<file path="src/rtl/burst_addr_gen.sv">
module burst_addr_gen #(
  parameter int AW = 19
) (
  input  logic          clk,
  input  logic          rst_n,
  input  logic          stall,
  input  logic          sel,
  input  logic          load_n,
  input  logic          interleave,
  input  logic [AW-1:0] base_addr,
  output logic [AW-1:0] addr,
  output logic          addr_valid
);
  localparam int LOW_W = 2;

  logic [AW-1:0]    start_q;
  logic [LOW_W-1:0] beat_q;
  logic             active_q;
  logic             valid_q;
  logic [LOW_W-1:0] low_bits;

  wire take    = !stall;
  wire do_load = take && !load_n && sel;
  wire do_stop = take && !load_n && !sel;
  wire do_adv  = take && load_n && active_q;

  always_ff @(posedge clk) begin
    if (!rst_n) begin
      start_q  <= '0;
      beat_q   <= '0;
      active_q <= 1'b0;
      valid_q  <= 1'b0;
    end else if (do_load) begin
      start_q  <= base_addr;
      beat_q   <= '0;
      active_q <= 1'b1;
      valid_q  <= 1'b1;
    end else if (do_stop) begin
      active_q <= 1'b0;
      valid_q  <= 1'b0;
    end else if (do_adv) begin
      beat_q   <= beat_q + 1'b1;
      valid_q  <= 1'b1;
    end else if (take) begin
      valid_q  <= 1'b0;
    end
  end

  assign low_bits   = interleave ? (start_q[LOW_W-1:0] ^ beat_q)
                                 : (start_q[LOW_W-1:0] + beat_q);
  assign addr       = {start_q[AW-1:LOW_W], low_bits};
  assign addr_valid = valid_q;
endmodule

</file>
<file path="config.mk">
export PLATFORM = sky130hd
export DESIGN_NAME = burst_addr_gen
export DESIGN_NICKNAME = d
export VERILOG_FILES = /design/src/rtl/burst_addr_gen.sv
export SDC_FILE = /design/constraint.sdc
export NUM_CORES = 1
export LEC_CHECK = 0
export ABC_CLOCK_PERIOD_IN_PS = 1100
export BUFFER_PORTS_ARGS = -buffer_cell sky130_fd_sc_hd__buf_2
export CORE_ASPECT_RATIO = 1.2
export CORE_MARGIN = 2
export CORE_UTILIZATION = 45
export CTS_CLUSTER_DIAMETER = 40
export DETAILED_ROUTE_END_ITERATION = 10
export PLACE_DENSITY = 0.86
export SLEW_MARGIN = 10
export SYNTH_ARGS = -nofsm -noshare
export SYNTH_HDL_FRONTEND = slang
export SYNTH_SLANG_ARGS = --single-unit
export TNS_END_PERCENT = 100
</file>
<file path="constraint.sdc">
create_clock -name clk -period 1.1 [get_ports clk]
set_input_delay 0.22 -clock clk [delete_from_list [all_inputs] [get_ports clk]]
set_output_delay 0.22 -clock clk [all_outputs]
set_load 0.05 [all_outputs]
</file>
==> results.md <==
- Via count: 872
- Post-Synthesis Cell Area: 0.00101 mm²
- F_max: 0.677 GHz
- Gp weighted congestion: 0.744
- CP Launch Type: flip-flop
- Class of the worst hold path: in2reg
- Leading area contributor after synthesis: dfxtp_1
- Post-CTS Hold Buffers: 0
- Seq/Total Area, Yosys: 45.8%
- # rows: 18
- CP Max Fanout: 2
- TritonCTS clock tree: yes
- Cells after Synth: 120
- Clock skew: 0.000696 ns
- Residual DRC: 0
- Post-Route WL: 2190 µm
- Fin nets: 183
- Final Instance Count excl. Fillers: 186
- Initial Utilization: 48.0%
- Max Buffers Root-to-Sink: 2
- Vias/cell: 4.69
- CTS Root Cell: clkbuf_4
- Worst rel slew slack: 82.5%
- Remaining global-route overflow: 0
- Setup CP Type: reg2out
- Die span in y: 55.8 µm
- Core Footprint: 0.00209 mm²
- Req. time, crit path: 0.88 ns
- Synth top area share: 45.8%
- Area of the multi-input gates: 412 µm²
- Pin count of the biggest net entering global routing: 23
- P_leak: 0.585 nW
- Syn_nets: 146
- Commonest non-fill, non-tap cells in the layout: nand2_1, buf_2, a21oi_1, buf_6, dfxtp_1
- Violated checks: negative setup slack
- Port buffer count: 44
- Cell family with most CP delay: flip-flops
- Initial antenna violation count: 0
- Ys Warns: 0
- Synthesis-stage register bit count: 23
- Clk Latency, worst-skew pair: 0.29 ns
- Syn-to-layout area delta: 36.9%
- Status: complete, but fails checks
- First-pass GRT wire length: 3640 µm
- CP Cell Sequence: ha_4 > nor2b_4 > xnor2_4 > buf_6
- Tcrit/Tclk final: 134%
- Number of global-route vias before repair: 891
- Ports: 45
- GRT Total Usage: 18.9%
- Worst path bufs/invs: 1
- Pre-CTS setup slack: -0.205 ns
- Worst-margin pin slew: 0.262 ns
- # diodes: 0
- Fill cells: 188
- Crit path time final: 1.48 ns
- Placed Cells: 181
- DR iter-0 viols: 13
- Layout cells sized above 1: 47.4%
- RSZ-0062 raised after global routing: true
- Die area: 0.00263 mm²
- DR WL/cell: 11.8 µm
- Slowest stage cell, crit path: dfxtp_2
- Setup Viol. Count Final: 2
- Crit end category: output pin
- CP arrival: 1.26 ns
- Synth Area per Inst: 8.38 µm²
- Power Density: 1120 mW/mm²
- Synth area leaders: dfxtp_1, nand2_1, buf_4
- Hold WS: 0.146 ns
- Largest stage delay, worst path: 0.37 ns
- Max Cap Violations: 0
- Die Span X: 47.2 µm
- Most common cell after layout, fill and taps aside: nand2_1
- DRT Pass-1 Iters: 4
- Max-slew violation count: 0
- ANT nets after route: 0
- Maximum VDD drop: 0.000935 V
- Fin worst setup slack: -0.378 ns
- Seq. cell area: 474 µm²
- Hold Vio Cnt, Final: 0
- CTS clk-pin slew, worst paths: 0.11 ns
- Clock Sinks: 23
- H-tree Lvls: 1
- Dpl hpwl: 1680 µm
- CTS Buf Count: 3
- Synth unique cells: 19
-- path summary, 6_finish.rpt --
kind	startpoint	to	slack, ns	depth (start not counted)
worst max-delay path	beat_q[0]$_SDFFE_PP0P_	addr[1]	-0.38	4
worst min-delay path	base_addr[4]	start_q[4]$_SDFFE_PN0P_	0.15	3
worst max register to register	beat_q[0]$_SDFFE_PP0P_	beat_q[1]$_SDFFE_PP0P_	0.02	5
worst min register to register	start_q[17]$_SDFFE_PN0P_	start_q[17]$_SDFFE_PN0P_	0.47	2
-- where the power goes --
part | total (W) | switching [W] | internal (W)
Combinational | 0.000295 | 0.000172 | 0.000123
Sequential | 0.000881 | 0.0000189 | 0.000862
Clock | 0.000365 | 0.000224 | 0.000141
Total | 0.00154 | 0.000414 | 0.00113
-- layout make-up --
type                            count  share of cell area (%)
Sequential cell                    23                    34.4
Inverter                            1                   0.272
Multi-Input combinational cell     74                    29.9
Clock buffer                        4                    1.91
Timing Repair Buffer               54                    30.8
Tap cell                           30                    2.72
-- kinds of logic after synthesis --
| logic type | Yosys count | share of synthesized area, % |
|---|---|---|
| xor+xnor | 4 | 3.48 |
| flops | 23 | 45.8 |
| simple gates | 47 | 20.9 |
| fa+ha+maj | 1 | 1.24 |
| compound gates | 22 | 11.4 |
| buf+inv | 23 | 17.2 |
-- registers in the layout, indices dropped and copies added, names as in the netlist --
name,cells
active_q,1
addr_valid,1
beat_q,2
start_q,19
-- what timing repair did --
action / in CTS / in global routing
setup endpoints to repair: 20 / 20
buffers inserted: 0 / 1
endpoints found under the hold margin: 0 / 0
gates resized for setup: 25 / 27
pin swaps: 2 / 0
-- synth_stat cells, drive strengths merged --
master and number:
a21oi 20, a31oi 1, buf 20, clkbuf 2
dfxtp 23, ha 1, inv 1, nand2 40
nand3b 1, nand4b 1, nor2 2, nor2b 1
nor3b 1, o21ai 1, or3b 1, xnor2 2
xor2 2
-- routing by layer --
| metal | GRT usage [%] | share of wire, % | up-vias |
|---|---|---|---|
| met5 | 0 | 0 | - |
| met4 | 8.73 | 2.2 | 0 |
| met3 | 1.95 | 2.2 | 4 |
| met2 | 34.2 | 57 | 20 |
| met1 | 20.2 | 38 | 408 |
| li1 | - | - | 440 |
-- worst register-to-register path, stage by stage (launching register included) --
cell      delay [ns]
dfxtp_2         0.35
buf_4           0.13
buf_4           0.13
nand4b_1        0.11
xor2_1          0.19
nor2_1          0.07
-- stage by stage --
stage	TNS [ns]	cell area (µm²)	total power (W)	util, %
after floorplan	-0.0743	1040	0.00108	-
after global placement	-0.775	1190	0.00114	56.9
after detailed placement	-1.39	1190	0.00115	56.9
after CTS	-0.581	1290	0.00154	61.6
after global routing	-0.716	1380	0.00163	65.8
final	-0.543	1380	0.00154	65.8
(Power assumes the default switching activity.)
